File: config.mk
export PLATFORM = sky130hd
export DESIGN_NAME = crt_char_timer
export DESIGN_NICKNAME = d
export VERILOG_FILES = /design/src/rtl/crt_char_pkg.sv /design/src/rtl/crt_char_regs.sv /design/src/rtl/crt_char_hgen.sv /design/src/rtl/crt_char_vgen.sv /design/src/rtl/crt_char_addr.sv /design/src/rtl/crt_char_timer.sv
export SDC_FILE = /design/constraint.sdc
export NUM_CORES = 1
export LEC_CHECK = 0
export ABC_AREA = 1
export BUFFER_PORTS_ARGS = -buffer_cell sky130_fd_sc_hd__buf_2
export CORE_MARGIN = 2
export CORE_UTILIZATION = 53
export DETAILED_ROUTE_END_ITERATION = 12
export PLACE_DENSITY = 0.73
export REMOVE_ABC_BUFFERS = 1
export SYNTH_ARGS = -nofsm -noshare
export SYNTH_HDL_FRONTEND = slang
export SYNTH_HIERARCHICAL = 1
export SYNTH_SLANG_ARGS = --single-unit
File: constraint.sdc
create_clock -name clk -period 4 [get_ports clk]
set_input_delay 0.8 -clock clk [delete_from_list [all_inputs] [get_ports clk]]
set_output_delay 0.8 -clock clk [all_outputs]
set_load 0.1 [all_outputs]
File: src/rtl/crt_char_pkg.sv
package crt_char_pkg;
  // Register indices seen through the write port
  localparam int IDX_HTOT  = 0;
  localparam int IDX_HDISP = 1;
  localparam int IDX_HSPOS = 2;
  localparam int IDX_SWID  = 3;
  localparam int IDX_VTOT  = 4;
  localparam int IDX_VADJ  = 5;
  localparam int IDX_VDISP = 6;
  localparam int IDX_VSPOS = 7;
  localparam int IDX_MAXSL = 9;
  localparam int IDX_BHI   = 12;
  localparam int IDX_BLO   = 13;
endpackage

File: src/rtl/crt_char_regs.sv
module crt_char_regs
  import crt_char_pkg::*;
#(
  parameter int DW = 8,
  parameter int IW = 5,
  parameter int AW = 14
) (
  input  logic          clk,
  input  logic          rst,
  input  logic          sel_we,
  input  logic [IW-1:0] sel_idx,
  input  logic          dat_we,
  input  logic [DW-1:0] dat,
  output logic [DW-1:0] r_htot,
  output logic [DW-1:0] r_hdisp,
  output logic [DW-1:0] r_hsp,
  output logic [DW-1:0] r_sw,
  output logic [DW-1:0] r_vtot,
  output logic [DW-1:0] r_vadj,
  output logic [DW-1:0] r_vdisp,
  output logic [DW-1:0] r_vsp,
  output logic [DW-1:0] r_maxsl,
  output logic [AW-1:0] start
);
  localparam int HIW = AW - DW;

  logic [IW-1:0]  sel_q;
  logic [HIW-1:0] base_hi;
  logic [DW-1:0]  base_lo;

  assign start = {base_hi, base_lo};

  always_ff @(posedge clk) begin
    if (rst) begin
      sel_q   <= '0;
      r_htot  <= '0;
      r_hdisp <= '0;
      r_hsp   <= '0;
      r_sw    <= '0;
      r_vtot  <= '0;
      r_vadj  <= '0;
      r_vdisp <= '0;
      r_vsp   <= '0;
      r_maxsl <= '0;
      base_hi <= '0;
      base_lo <= '0;
    end else begin
      if (sel_we) sel_q <= sel_idx;
      if (dat_we) begin
        case (int'(sel_q))
          IDX_HTOT:  r_htot  <= dat;
          IDX_HDISP: r_hdisp <= dat;
          IDX_HSPOS: r_hsp   <= dat;
          IDX_SWID:  r_sw    <= dat;
          IDX_VTOT:  r_vtot  <= dat;
          IDX_VADJ:  r_vadj  <= dat;
          IDX_VDISP: r_vdisp <= dat;
          IDX_VSPOS: r_vsp   <= dat;
          IDX_MAXSL: r_maxsl <= dat;
          IDX_BHI:   base_hi <= dat[HIW-1:0];
          IDX_BLO:   base_lo <= dat;
          default: ;
        endcase
      end
    end
  end
endmodule

File: src/rtl/crt_char_hgen.sv
module crt_char_hgen #(
  parameter int HW = 8,
  parameter int DW = 8
) (
  input  logic          clk,
  input  logic          rst,
  input  logic [DW-1:0] h_total,
  input  logic [DW-1:0] h_spos,
  input  logic [3:0]    hs_width,
  output logic [HW-1:0] hcc,
  output logic          line_end,
  output logic          hsync
);
  logic [3:0] hs_cnt;

  assign line_end = (DW'(hcc) == h_total);

  always_ff @(posedge clk) begin
    if (rst) begin
      hcc    <= '0;
      hsync  <= 1'b0;
      hs_cnt <= '0;
    end else begin
      hcc <= line_end ? '0 : hcc + 1'b1;
      if (!hsync && DW'(hcc) == h_spos && hs_width != 4'd0) begin
        hsync  <= 1'b1;
        hs_cnt <= '0;
      end else if (hsync) begin
        if (4'(hs_cnt + 1'b1) == hs_width) hsync <= 1'b0;
        else hs_cnt <= hs_cnt + 1'b1;
      end
    end
  end
endmodule

File: src/rtl/crt_char_vgen.sv
module crt_char_vgen #(
  parameter int VW = 7,
  parameter int RW = 5,
  parameter int DW = 8
) (
  input  logic          clk,
  input  logic          rst,
  input  logic          line_end,
  input  logic [DW-1:0] v_total,
  input  logic [DW-1:0] v_adj,
  input  logic [DW-1:0] v_disp,
  input  logic [DW-1:0] v_spos,
  input  logic [DW-1:0] max_sl,
  input  logic [3:0]    vs_width,
  output logic [RW-1:0] sl,
  output logic [VW-1:0] row,
  output logic          in_adj,
  output logic          row_step,
  output logic          frame_start,
  output logic          v_active,
  output logic          vsync
);
  localparam int VSCW = 5;

  logic [RW-1:0]   adj_cnt;
  logic [VSCW-1:0] vs_cnt;
  logic [VSCW-1:0] vs_len;
  logic            row_last, sl_last, adj_last, vs_start;

  assign vs_len   = (vs_width == 4'd0) ? VSCW'(16) : VSCW'(vs_width);
  assign sl_last  = (DW'(sl) == max_sl);
  assign row_last = (DW'(row) == v_total);
  assign adj_last = (DW'(adj_cnt) + DW'(1) == v_adj);

  assign frame_start = line_end && (in_adj ? adj_last
                                           : (sl_last && row_last && v_adj == '0));
  assign row_step    = line_end && !in_adj && sl_last && !row_last;
  assign vs_start    = (row_step && DW'(VW'(row + 1'b1)) == v_spos) ||
                       (frame_start && v_spos == '0);
  assign v_active    = !in_adj && (DW'(row) < v_disp);

  always_ff @(posedge clk) begin
    if (rst) begin
      sl      <= '0;
      row     <= '0;
      in_adj  <= 1'b0;
      adj_cnt <= '0;
      vsync   <= 1'b0;
      vs_cnt  <= '0;
    end else if (line_end) begin
      if (frame_start) begin
        sl      <= '0;
        row     <= '0;
        in_adj  <= 1'b0;
        adj_cnt <= '0;
      end else if (in_adj) begin
        adj_cnt <= adj_cnt + 1'b1;
        sl      <= sl + 1'b1;
      end else if (sl_last) begin
        sl <= '0;
        if (row_last) begin
          in_adj  <= 1'b1;
          adj_cnt <= '0;
        end else begin
          row <= row + 1'b1;
        end
      end else begin
        sl <= sl + 1'b1;
      end

      if (vs_start) begin
        vsync  <= 1'b1;
        vs_cnt <= '0;
      end else if (vsync) begin
        if (VSCW'(vs_cnt + 1'b1) == vs_len) vsync <= 1'b0;
        else vs_cnt <= vs_cnt + 1'b1;
      end
    end
  end
endmodule

File: src/rtl/crt_char_addr.sv
module crt_char_addr #(
  parameter int HW  = 8,
  parameter int DW  = 8,
  parameter int AW  = 14,
  parameter int RAB = 3
) (
  input  logic              clk,
  input  logic              rst,
  input  logic [HW-1:0]     hcc,
  input  logic [DW-1:0]     h_disp,
  input  logic [AW-1:0]     start,
  input  logic [RAB-1:0]    ra,
  input  logic              row_step,
  input  logic              frame_start,
  input  logic              v_active,
  output logic              de,
  output logic [AW+RAB-1:0] vma
);
  logic [AW-1:0] row_base;
  logic          h_active;

  assign h_active = (DW'(hcc) < h_disp);

  always_ff @(posedge clk) begin
    if (rst) begin
      row_base <= '0;
      de       <= 1'b0;
      vma      <= '0;
    end else begin
      if (frame_start)   row_base <= start;
      else if (row_step) row_base <= row_base + AW'(h_disp);
      de  <= h_active && v_active;
      vma <= {AW'(row_base + AW'(hcc)), ra};
    end
  end
endmodule

File: src/rtl/crt_char_timer.sv
module crt_char_timer #(
  parameter int HW  = 8,
  parameter int VW  = 7,
  parameter int RW  = 5,
  parameter int DW  = 8,
  parameter int IW  = 5,
  parameter int AW  = 14,
  parameter int RAB = 3
) (
  input  logic              clk,
  input  logic              rst,
  input  logic              sel_we,
  input  logic [IW-1:0]     sel_idx,
  input  logic              dat_we,
  input  logic [DW-1:0]     dat,
  output logic              hsync,
  output logic              vsync,
  output logic              de,
  output logic [AW+RAB-1:0] vma
);
  logic [DW-1:0] r_htot, r_hdisp, r_hsp, r_sw, r_vtot, r_vadj, r_vdisp, r_vsp, r_maxsl;
  logic [AW-1:0] start;
  logic [HW-1:0] hcc;
  logic [RW-1:0] sl;
  logic [VW-1:0] row;
  logic          line_end, in_adj, row_step, frame_start, v_active;

  crt_char_regs #(.DW(DW), .IW(IW), .AW(AW)) u_regs (
    .clk(clk), .rst(rst), .sel_we(sel_we), .sel_idx(sel_idx),
    .dat_we(dat_we), .dat(dat),
    .r_htot(r_htot), .r_hdisp(r_hdisp), .r_hsp(r_hsp), .r_sw(r_sw),
    .r_vtot(r_vtot), .r_vadj(r_vadj), .r_vdisp(r_vdisp), .r_vsp(r_vsp),
    .r_maxsl(r_maxsl), .start(start)
  );

  crt_char_hgen #(.HW(HW), .DW(DW)) u_hgen (
    .clk(clk), .rst(rst), .h_total(r_htot), .h_spos(r_hsp),
    .hs_width(r_sw[3:0]), .hcc(hcc), .line_end(line_end), .hsync(hsync)
  );

  crt_char_vgen #(.VW(VW), .RW(RW), .DW(DW)) u_vgen (
    .clk(clk), .rst(rst), .line_end(line_end),
    .v_total(r_vtot), .v_adj(r_vadj), .v_disp(r_vdisp), .v_spos(r_vsp),
    .max_sl(r_maxsl), .vs_width(r_sw[7:4]),
    .sl(sl), .row(row), .in_adj(in_adj), .row_step(row_step),
    .frame_start(frame_start), .v_active(v_active), .vsync(vsync)
  );

  crt_char_addr #(.HW(HW), .DW(DW), .AW(AW), .RAB(RAB)) u_addr (
    .clk(clk), .rst(rst), .hcc(hcc), .h_disp(r_hdisp), .start(start),
    .ra(sl[RAB-1:0]), .row_step(row_step), .frame_start(frame_start),
    .v_active(v_active), .de(de), .vma(vma)
  );
endmodule

==> results of run 1 <==
==> worst reg2reg max path, stage by stage (launching register included) <==
cell,delay [ps]
dfxtp_1,480
inv_1,90
or2_0,200
nand4_1,80
nor2_1,40
nand2_1,150
inv_1,270
inv_2,210
nor2_1,60
nand2_1,80
nor2_2,40
nand3_2,70
o21bai_4,100
nand2_4,140
inv_2,180
nor2_1,730
inv_1,180
a21oi_1,170
o21ai_0,100
a21oi_1,120
==> flip-flops by register name (all words and copies together) (netlist names), 4 cells and up <==
| name | count |
|---|---|
| u_addr/row_base | 14 |
| u_addr/vma | 17 |
| u_hgen/hcc | 8 |
| u_hgen/hs_cnt | 4 |
| u_regs/base_hi | 6 |
| u_regs/base_lo | 8 |
| u_regs/r_hdisp | 8 |
| u_regs/r_hsp | 8 |
| u_regs/r_htot | 8 |
| u_regs/r_maxsl | 8 |
| u_regs/r_sw | 8 |
| u_regs/r_vadj | 8 |
| u_regs/r_vdisp | 8 |
| u_regs/r_vsp | 8 |
| u_regs/r_vtot | 8 |
| u_regs/sel_q | 5 |
| u_vgen/adj_cnt | 5 |
| u_vgen/row | 7 |
| u_vgen/sl | 5 |
| u_vgen/vs_cnt | 5 |
==> placed cells by master, fill, tap and decap left out, drive strengths merged, types with 3 or more instances in the layout <==
master,instances
a21oi,69
a22oi,10
buf,44
clkbuf,23
clkinv,17
clkinvlp,3
dfxtp,160
ha,35
inv,283
nand2,406
nand3,173
nand3b,5
nand4,16
nor2,207
nor3,4
o21ai,32
o21bai,3
or2,7
xnor2,14
xor2,13
==> power groups by stage <==
stage | registers, mW | clock network, mW | logic, mW
after floorplan | 1.83 | 0 | 0.671
after CTS | 1.74 | 1.66 | 0.971
after detailed placement | 1.78 | 0 | 0.963
final | 1.74 | 1.64 | 0.980
after global routing | 1.76 | 1.74 | 1.09
after global placement | 1.78 | 0 | 0.948
==> through the flow <==
| step | hold slack [ps] | worst slack (ps) | std cells | utilization [%] |
|---|---|---|---|---|
| 6_report | 498 | 441 | 1768 | 58.9 |
| 5_1_grt | 523 | 12.8 | 1768 | 58.9 |
| 4_1_cts | 493 | 482 | 1768 | 58.9 |
| 3_5_place_dp | 483 | 517 | 1736 | 55.6 |
| 3_3_place_gp | 475 | 592 | 1736 | 55.6 |
| 2_1_floorplan | 445 | 1260 | 1463 | - |
==> layer usage <==
layer | global-route usage, % | up-vias | part of all wire [%]
met3 | 5.02 | 28 | 6.0
met4 | 7.30 | 0 | 1.3
met5 | 0 | - | 0
li1 | - | 4658 | -
met2 | 39.1 | 249 | 44
met1 | 34.6 | 4019 | 48
==> cells by family (layout without fill, tap and decap cells) <==
family                     count (synthesis)  after routing  share of synthesized area (%)
DFF                                      160            160                           33.5
adders and majority gates                 37             37                           5.00
xor gates and xnor gates                  27             27                           2.47
and+or+nand+nor                          820            820                           38.3
AOI/OAI and AO/OA                        123            123                           7.25
buffers and inverters                    331            372                           13.4
==> worst paths after layout <==
kind | start | endpoint | slack [ps] | cells after the start
worst max-delay path | u_hgen/hcc[2] | u_addr/row_base[6] | 440 | 19
worst min-delay path | u_vgen/sl[0] | u_addr/vma[0] | 500 | 2
worst max register to register | u_hgen/hcc[2] | u_addr/row_base[6] | 440 | 19
worst min register to register | u_vgen/sl[0] | u_addr/vma[0] | 500 | 2
==> cell type report <==
| class | count | share of cell area [%] |
|---|---|---|
| clock buffers | 23 | 4.64 |
| repair buffers | 44 | 2.29 |
| clock inverters | 9 | 1.01 |
| multi-input cells | 1007 | 48.2 |
| flip-flops and latches | 160 | 30.5 |
| well taps | 229 | 2.73 |
| inverters | 296 | 10.6 |
==> results by group, run 1 <==
STA
  • Final setup viols: 0
  • Final Hold Violating Endpoints: 0
  • Setup TNS Final: 0 ps
  • Fin crit period: 3560 ps
  • Setup Skew: 11.0 ps
  • Slew @ Worst Pin: 1160 ps
  • Final period util: 89.0%
  • Relative slew slack: 22.7%
  • Fmax: 281 MHz
  • Fin. max-slew vios: 0
  • RSZ-0062 raised after global routing: false

Power
  • Leakage: 4.94 nW
  • Pwr Total: 4.36 mW
  • PD cells: 415 nW/um^2
  • Max IR drop VDD: 0.000297 V
  • Internal power: 2.93 mW
  • Switch share: 32.9%
  • Net switching power: 1.44 mW
  • Power share of the clock group: 37.5%
  • Reg power frac: 40.0%
  • Combinational share of power: 22.5%

Global route
  • Grt ovf: 0
  • Total track usage: 24.8%
  • Pin count of the biggest net entering global routing: 41
  • Global-route wire length before repair: 38.7 mm
  • Number of global-route vias before repair: 7924
  • Initial antenna violation count: 0

Logic synthesis
  • Synth cell types: 45
  • Most instantiated cells after synthesis: nand2_1, inv_1, nor2_1
  • Yosys top cell by area: dfxtp_1
  • Ys async rst share: 0%
  • Most common cell in the netlist: nand2_1
  • Ys flop type: dfxtp_1
  • Yosys warns: 6
  • Top cells by area, synth: dfxtp_1, nand2_1, inv_1
  • Synth Cell Area: 9560 sq um
  • Syn avg cell area: 6.38 sq um
  • Sequential share of the synthesized area: 33.5%
  • Post-synth top area share: 33.5%
  • Seq cells post-synth: 160
  • Post-synth EDFFs: 0
  • Cells after Synth: 1498

Setup path
  • Worst path bufs/invs: 5
  • Top delay family on crit path: simple AND/OR/NAND/NOR gates
  • Worst EP required: 4350 ps
  • Critical path cell sequence: inv_1, or2_0, nand4_1, nor2_1, nand2_1, inv_1, inv_2, nor2_1, nand2_1, nor2_2, nand3_2, o21bai_4, nand2_4, inv_2, nor2_1, inv_1, a21oi_1, o21ai_0, a21oi_1
  • Crit path max fanout: 18
  • CP arrival: 3910 ps
  • Slowest Stage Delay on Critical Path: 720 ps
  • CP startpoint kind: flip-flop
  • Setup crit end kind: flip-flop
  • Critical path's slowest cell: nor2_1
  • Critical path type: flip-flop to flip-flop

Floorplan
  • Core box area: 17800 sq um
  • Initial Util: 53.6%
  • Die ar.: 19100 sq um
  • I/O pin count: 37
  • Die Wd: 138 um
  • Die Height: 138 um
  • FP Rows: 49

Placed design
  • DP HPWL: 16.9 mm
  • Post-DP Area: 9920 sq um
  • Placer Congestion: 0.900
  • IO buf count: 36

Cells and area
  • Storage cell area: 3200 sq um
  • Post-route cell area: 10500 sq um
  • Footprint of the multi-input gates: 5070 sq um
  • Nets: 1580
  • Share of cells above drive strength 1: 10.1%
  • Diodes inserted: 0
  • Area growth syn-to-layout: 10.0%
  • Fillers: 1704

Hold path
  • Worst min path class: flip-flop to flip-flop

Clocking
  • Clock Path Buffers: 2
  • Clock sinks: 160
  • H-tree depth: 4
  • Setup Buffers After CTS: 0
  • Number of CTS-inserted buffers: 17
  • CTS tree: built
  • Clock Tree Root: clkbuf_16
  • Worst-Skew Late Latency: 430 ps
  • Hold_buf cts: 0
  • Clock slew at the register clock pins of the worst setup and hold paths: 60 ps
  • Post-CTS resize count: 0

Detailed routing
  • Vias post-DR: 8954
  • Final WL: 23.6 mm
  • DRT Pass-1 Iters: 5
  • WL per Instance: 13.3 um
  • Iter 0 DRT Violations: 897
  • ANT nets after route: 0
  • Vias per inst: 5.06
  • DRC Markers: 0

Status
  • Status: completed

Run
  • Max Cap Viol: 0
Note: power is estimated with default switching activity, not from simulation.
==> run 2: changes to the inputs <==
--- a/config.mk
+++ b/config.mk
@@ -6,11 +6,12 @@
 export NUM_CORES = 1
 export LEC_CHECK = 0
 export ABC_AREA = 1
-export BUFFER_PORTS_ARGS = -buffer_cell sky130_fd_sc_hd__buf_2
+export CAP_MARGIN = 5
 export CORE_MARGIN = 2
 export CORE_UTILIZATION = 53
 export DETAILED_ROUTE_END_ITERATION = 12
-export PLACE_DENSITY = 0.73
+export DONT_BUFFER_PORTS = 1
+export PLACE_DENSITY = 0.71
 export REMOVE_ABC_BUFFERS = 1
 export SYNTH_ARGS = -nofsm -noshare
 export SYNTH_HDL_FRONTEND = slang
==> results by group, run 2 (synthesis gave the netlist of run 1 again) <==
STA
  • Setup Skew: 12.6 ps (was 11.0 ps)
  • Fin. max-slew vios: 0 (unchanged)
  • Fmax: 304 MHz (was 281 MHz)
  • Fin crit period: 3290 ps (was 3560 ps)
  • Slew @ Worst Pin: 1120 ps (was 1160 ps)
  • RSZ-0062 raised after global routing: false (unchanged)
  • Setup TNS Final: 0 ps (unchanged)
  • Final period util: 82.2% (was 89.0%)
  • Final setup viols: 0 (unchanged)
  • Final Hold Violating Endpoints: 0 (unchanged)
  • Relative slew slack: 25.1% (was 22.7%)

Detailed routing
  • ANT nets after route: 0 (unchanged)
  • WL per Instance: 13.6 um (was 13.3 um)
  • Vias post-DR: 8811 (was 8954)
  • Final WL: 23.6 mm (about the same)
  • Vias per inst: 5.09 (was 5.06)
  • Iter 0 DRT Violations: 950 (was 897)
  • DRC Markers: 0 (unchanged)
  • DRT Pass-1 Iters: 6 (was 5)

Cells and area
  • Most frequent cells in the layout: nand2_1, inv_1, nor2_1 (unchanged)
  • Share of cells above drive strength 1: 7.86% (was 10.1%)
  • Max FFs per register: 17 (unchanged)
  • Post-Layout Cell Count: 1730 (was 1768)
  • Diodes inserted: 0 (unchanged)
  • Area growth syn-to-layout: 7.88% (was 10.0%)
  • Fillers: 1726 (was 1704)
  • Most flop-heavy register: u_addr/vma (unchanged)
  • Regs by FF count: u_addr/vma (17), u_addr/row_base (14) (unchanged)
  • Commonest non-fill, non-tap cell in the layout: nand2_1 (unchanged)
  • Nets: 1542 (was 1580)

Floorplan
  • Die Height: 138 um (unchanged)
  • Core box area: 17800 sq um (unchanged)
  • I/O pin count: 37 (unchanged)
  • Initial Util: 53.6% (unchanged)
  • FP Rows: 49 (unchanged)
  • Die ar.: 19100 sq um (unchanged)
  • Die Wd: 138 um (unchanged)

Setup path
  • CP startpoint kind: flip-flop (unchanged)
  • CP arrival: 3650 ps (was 3910 ps)
  • Critical path type: flip-flop to flip-flop (unchanged)
  • Worst R2R Path Depth: 19 (unchanged)
  • R2R Path Start: u_hgen/hcc[2] (unchanged)
  • End point of the critical path: u_addr/row_base[5] (was u_addr/row_base[6])
  • Crit path max fanout: 18 (unchanged)
  • Worst EP required: 4360 ps (was 4350 ps)
  • Worst R2R End: u_addr/row_base[5] (was u_addr/row_base[6])
  • Setup crit start: u_hgen/hcc[2] (unchanged)
  • Setup crit end kind: flip-flop (unchanged)
  • Reg2reg setup slack: 710 ps (was 440 ps)

Placed design
  • Placer Congestion: 0.897 (was 0.900)
  • IO buf count: 0 (was 36)
  • DP HPWL: 16.9 mm (about the same)
  • Placed Cells: 1698 (was 1736)

Global route
  • Pin count of the biggest net entering global routing: 59 (was 41)
  • Number of global-route vias before repair: 8030 (was 7924)
  • Total track usage: 25.3% (was 24.8%)
  • Grt ovf: 0 (unchanged)
  • Initial antenna violation count: 0 (unchanged)
  • Global-route wire length before repair: 39.7 mm (was 38.7 mm)

Clocking
  • Setup Buffers After CTS: 0 (unchanged)
  • Post-CTS resize count: 0 (unchanged)
  • Clock Tree Root: clkbuf_16 (unchanged)
  • Clock sinks: 160 (unchanged)
  • Hold_buf cts: 0 (unchanged)
  • Clock Path Buffers: 2 (unchanged)
  • Worst-Skew Late Latency: 430 ps (about the same)
  • CTS tree: built (unchanged)
  • Number of CTS-inserted buffers: 17 (unchanged)
  • H-tree depth: 4 (unchanged)
  • Clock slew at the register clock pins of the worst setup and hold paths: 60 ps (about the same)

Hold path
  • Worst Hold Launch: rst (was u_vgen/sl[0])
  • Worst min path class: input pin to flip-flop (was flip-flop to flip-flop)

Power
  • Leakage: 4.75 nW (was 4.94 nW)
  • PD cells: 420 nW/um^2 (was 415 nW/um^2)
  • Max IR drop VDD: 0.000318 V (was 0.000297 V)

Run
  • Max Cap Viol: 0 (unchanged)

Status
  • Status: completed (unchanged)
==> run 2: worst min-delay path by stage <==
| stage | end | slack, ps | cells after the start |
|---|---|---|---|
| 6_report | u_vgen/adj_cnt[4] | 440 | 1 |
| 5_1_grt | u_vgen/vsync | 430 | 1 |
| 4_1_cts | u_vgen/vsync | 430 | 1 |
| 3_5_place_dp | u_vgen/adj_cnt[4] | 470 | 2 |
| 3_3_place_gp | u_vgen/adj_cnt[4] | 470 | 2 |
| 2_1_floorplan | u_addr/vma[0] | 450 | 2 |
==> run 2: routing by layer <==
metal / up-vias / global-route usage [%] / wire length, um
met4: 0 / 9.02 / 539
met1: 3940 / 35.9 / 11100
met3: 37 / 4.19 / 1540
met5: - / 0 / 0
met2: 246 / 39.0 / 10400
li1: 4588 / - / -
==> run 2: per-stage QoR <==
step,hold WS [ps],setup WS [ps],utilization (%),cell area (sq um),total power [mW]
global route,431,339,57.8,10300,4.56
floorplan,445,1260,-,9390,2.50
global placement,468,839,54.5,9720,2.70
CTS,425,704,57.8,10300,4.35
detailed placement,470,732,54.5,9720,2.72
finish,443,712,57.8,10300,4.33
==> run 2: critical path: stages (launching register included) <==
cell      delay (ps)
dfxtp_1          480
inv_1             90
or2_0            200
nand4_1           70
nor2_1            50
nand2_1          140
inv_1            100
inv_2            120
nor2_1            60
nand2_1           70
nor2_2            40
nand3_2           80
o21bai_4         100
nand2_4          140
inv_2            180
nor2_1           730
inv_1            180
a21oi_1          150
o21ai_0          100
a21oi_1          120
==> run 2: power breakdown <==
part	switching [mW]	total (mW)	internal (mW)	leakage, nW
Clock	0.671	1.64	0.964	0.278
Combinational	0.610	0.878	0.268	3.18
Sequential	0.153	1.82	1.66	1.29
Total	1.43	4.33	2.90	4.75
==> run 2: cell type report <==
| type | instances | area [sq um] | area share, % |
|---|---|---|---|
| Inverter | 296 | 1120 | 10.9 |
| Timing Repair Buffer | 6 | 45.0 | 0.437 |
| Tap cell | 229 | 287 | 2.78 |
| Clock inverter | 10 | 110 | 1.07 |
| Multi-Input combinational cell | 1007 | 5070 | 49.2 |
| Clock buffer | 22 | 474 | 4.60 |
| Sequential cell | 160 | 3200 | 31.1 |
==> run 3: changes to the inputs <==
--- a/config.mk
+++ b/config.mk
@@ -11,7 +11,7 @@
 export CORE_UTILIZATION = 53
 export DETAILED_ROUTE_END_ITERATION = 12
 export DONT_BUFFER_PORTS = 1
-export PLACE_DENSITY = 0.71
+export PLACE_DENSITY = 0.74
 export REMOVE_ABC_BUFFERS = 1
 export SYNTH_ARGS = -nofsm -noshare
 export SYNTH_HDL_FRONTEND = slang
==> constraint.sdc (replaced) <==
create_clock -name clk -period 2.7 [get_ports clk]
set_input_delay 0.54 -clock clk [delete_from_list [all_inputs] [get_ports clk]]
set_output_delay 0.54 -clock clk [all_outputs]
set_load 0.1 [all_outputs]
==> results by group, run 3 (synthesis gave the netlist of run 1 again) <==
Floorplan
  • FP Rows: 49 (unchanged)
  • Core box area: 17800 sq um (unchanged)
  • Die ar.: 19100 sq um (unchanged)
  • Initial Util: 53.6% (unchanged)
  • Die Wd: 138 um (unchanged)
  • Die Height: 138 um (unchanged)
  • I/O pin count: 37 (unchanged)

Global route
  • GR Util met1: 34.2% (was 35.9%)
  • M2 GR Usage: 40.5% (was 39.0%)
  • Global-route wire length before repair: 40.1 mm (was 39.7 mm)
  • Initial antenna violation count: 0 (unchanged)
  • GR met3 Demand/Resource: 5.23% (was 4.19%)
  • Number of global-route vias before repair: 8335 (was 8030)
  • Grt ovf: 0 (unchanged)
  • Top Usage Layer GRT: met2 (unchanged)
  • Pin count of the biggest net entering global routing: 77 (was 59)
  • Total track usage: 25.4% (was 25.3%)

Cells and area
  • Max FFs per register: 17 (unchanged)
  • Post-route cell area: 10500 sq um (was 10300 sq um)
  • Commonest non-fill, non-tap cell in the layout: nand2_1 (unchanged)
  • Diodes inserted: 0 (unchanged)
  • Most flop-heavy register: u_addr/vma (unchanged)
  • Post-layout util: 58.7% (was 57.8%)
  • Storage cell area: 3200 sq um (unchanged)
  • Most frequent cells in the layout: nand2_1, inv_1, nor2_1 (unchanged)
  • Footprint of the multi-input gates: 5080 sq um (was 5070 sq um)
  • Area growth syn-to-layout: 9.65% (was 7.88%)
  • Share of cells above drive strength 1: 9.34% (was 7.86%)
  • Fillers: 1713 (was 1726)
  • Regs by FF count: u_addr/vma (17), u_addr/row_base (14) (unchanged)
  • Nets: 1561 (was 1542)

STA
  • Worst Slack Setup Final: 238 ps (was 712 ps)
  • Setup Skew: 8.41 ps (was 12.6 ps)
  • RSZ-0062 raised after global routing: false (unchanged)
  • Final period util: 91.2% (was 82.2%)
  • Relative slew slack: 35.2% (was 25.1%)
  • Fin crit period: 2460 ps (was 3290 ps)
  • Final setup viols: 0 (unchanged)
  • Fin. max-slew vios: 0 (unchanged)
  • Fmax: 406 MHz (was 304 MHz)
  • Slew @ Worst Pin: 971 ps (was 1120 ps)
  • Final Hold Violating Endpoints: 0 (unchanged)

Clocking
  • Number of CTS-inserted buffers: 17 (unchanged)
  • Clock Tree Root: clkbuf_16 (unchanged)
  • CTS tree: built (unchanged)
  • H-tree depth: 4 (unchanged)
  • Clock Path Buffers: 2 (unchanged)
  • Clock sinks: 160 (unchanged)
  • Clock slew at the register clock pins of the worst setup and hold paths: 70 ps (was 60 ps)
  • Worst-Skew Late Latency: 430 ps (about the same)
  • Hold_buf cts: 0 (unchanged)

Status
  • Status: completed (unchanged)

Setup path
  • Critical path's slowest cell: dfxtp_1 (was nor2_1)
  • Reg2reg setup slack: 240 ps (was 710 ps)
  • Worst R2R Path Depth: 18 (was 19)
  • CP arrival: 2790 ps (was 3650 ps)
  • Setup crit end kind: flip-flop (unchanged)
  • Worst EP required: 3020 ps (was 4360 ps)
  • Slowest Stage Delay on Critical Path: 350 ps (was 730 ps)
  • Crit path max fanout: 14 (was 18)
  • Worst R2R End: u_addr/row_base[12] (was u_addr/row_base[5])
  • R2R Path Start: u_hgen/hcc[7] (was u_hgen/hcc[2])
  • Critical path type: flip-flop to flip-flop (unchanged)
  • Critical path cell sequence: inv_2, or2_1, nand3_1, nor2_1, nand2_1, inv_1, inv_2, nor2_1, nand2_1, nor2_2, nand3_2, o21bai_4, nand2_4, inv_4, nor2_2, buf_4, a22oi_1, a21oi_2 (was inv_1, or2_0, nand4_1, nor2_1, nand2_1, inv_1, inv_2, nor2_1, nand2_1, nor2_2, nand3_2, o21bai_4, nand2_4, inv_2, nor2_1, inv_1, a21oi_1, o21ai_0, a21oi_1)
  • Setup crit start: u_hgen/hcc[7] (was u_hgen/hcc[2])
  • CP startpoint kind: flip-flop (unchanged)
  • End point of the critical path: u_addr/row_base[12] (was u_addr/row_base[5])

Power
  • Leakage: 4.87 nW (was 4.75 nW)
  • Max IR drop VDD: 0.000458 V (was 0.000318 V)
  • PD cells: 622 nW/um^2 (was 420 nW/um^2)

Detailed routing
  • Vias post-DR: 8948 (was 8811)
  • DRT Pass-1 Iters: 6 (unchanged)
  • Final WL: 23.9 mm (was 23.6 mm)
  • Iter 0 DRT Violations: 724 (was 950)
  • ANT nets after route: 0 (unchanged)
  • Vias per inst: 5.12 (was 5.09)
  • DRC Markers: 0 (unchanged)
  • WL per Instance: 13.7 um (was 13.6 um)

Placed design
  • DP Worst Slack: 109 ps (was 732 ps)
  • DP HPWL: 17.1 mm (was 16.9 mm)
  • IO buf count: 0 (unchanged)
  • Placer Congestion: 0.914 (was 0.897)
  • Post-DP Area: 9860 sq um (was 9720 sq um)

Run
  • Max Cap Viol: 0 (unchanged)

Hold path
  • Worst min path class: input pin to flip-flop (unchanged)
-- run 3: what timing repair did --
action / CTS / global route
setup endpoints to repair: 0 / 14
resized for setup: 0 / 4
setup buffers: 0 / 2
-- run 3: layout make-up --
type / count / area share (%)
sequential: 160 / 30.6
inverter: 296 / 10.7
clock inverter: 14 / 1.42
multi-input combinational: 1007 / 48.5
tap: 229 / 2.73
timing repair buffer: 25 / 1.91
clock buffer: 18 / 4.19
-- run 3: routing by layer --
layer | share of wire [%] | wire, um
met2 | 46 | 11000
met3 | 6.0 | 1430
met4 | 2.0 | 472
met5 | 0 | 0
met1 | 46 | 11000
-- run 3: worst max-delay path: cells and delay by family (launching register included) --
family	cells	cell delay, ps
buf+inv	5	580
compound gates	3	460
flops	1	350
simple gates	10	960
-- run 3: power by group --
part           leakage (nW)  internal, mW  switching [mW]
combinational          3.28         0.466           0.986
sequential             1.29          2.46           0.189
clock                 0.290          1.33            1.08
total                  4.87          4.26            2.25
-- run 3: worst min-delay path by stage --
stage,to,depth (start not counted),start,slack (ps)
3_5_place_dp,u_vgen/adj_cnt[4],2,u_vgen/adj_cnt[4],480
5_1_grt,u_vgen/vsync,1,rst,160
4_1_cts,u_vgen/vsync,1,rst,160
3_3_place_gp,u_vgen/adj_cnt[4],2,u_vgen/adj_cnt[4],470
2_1_floorplan,u_addr/vma[0],2,u_vgen/sl[0],450
6_report,u_vgen/vsync,1,rst,180
-- run 3: metrics by stage --
step | hold slack (ps) | instances | total power, mW | setup TNS (ps)
global placement | 467 | 1715 | 4.06 | 0
global route | 162 | 1749 | 6.82 | 0
CTS | 160 | 1747 | 6.49 | 0
detailed placement | 476 | 1715 | 4.09 | 0
finish | 177 | 1749 | 6.51 | 0
floorplan | 445 | 1463 | 3.70 | -86.8
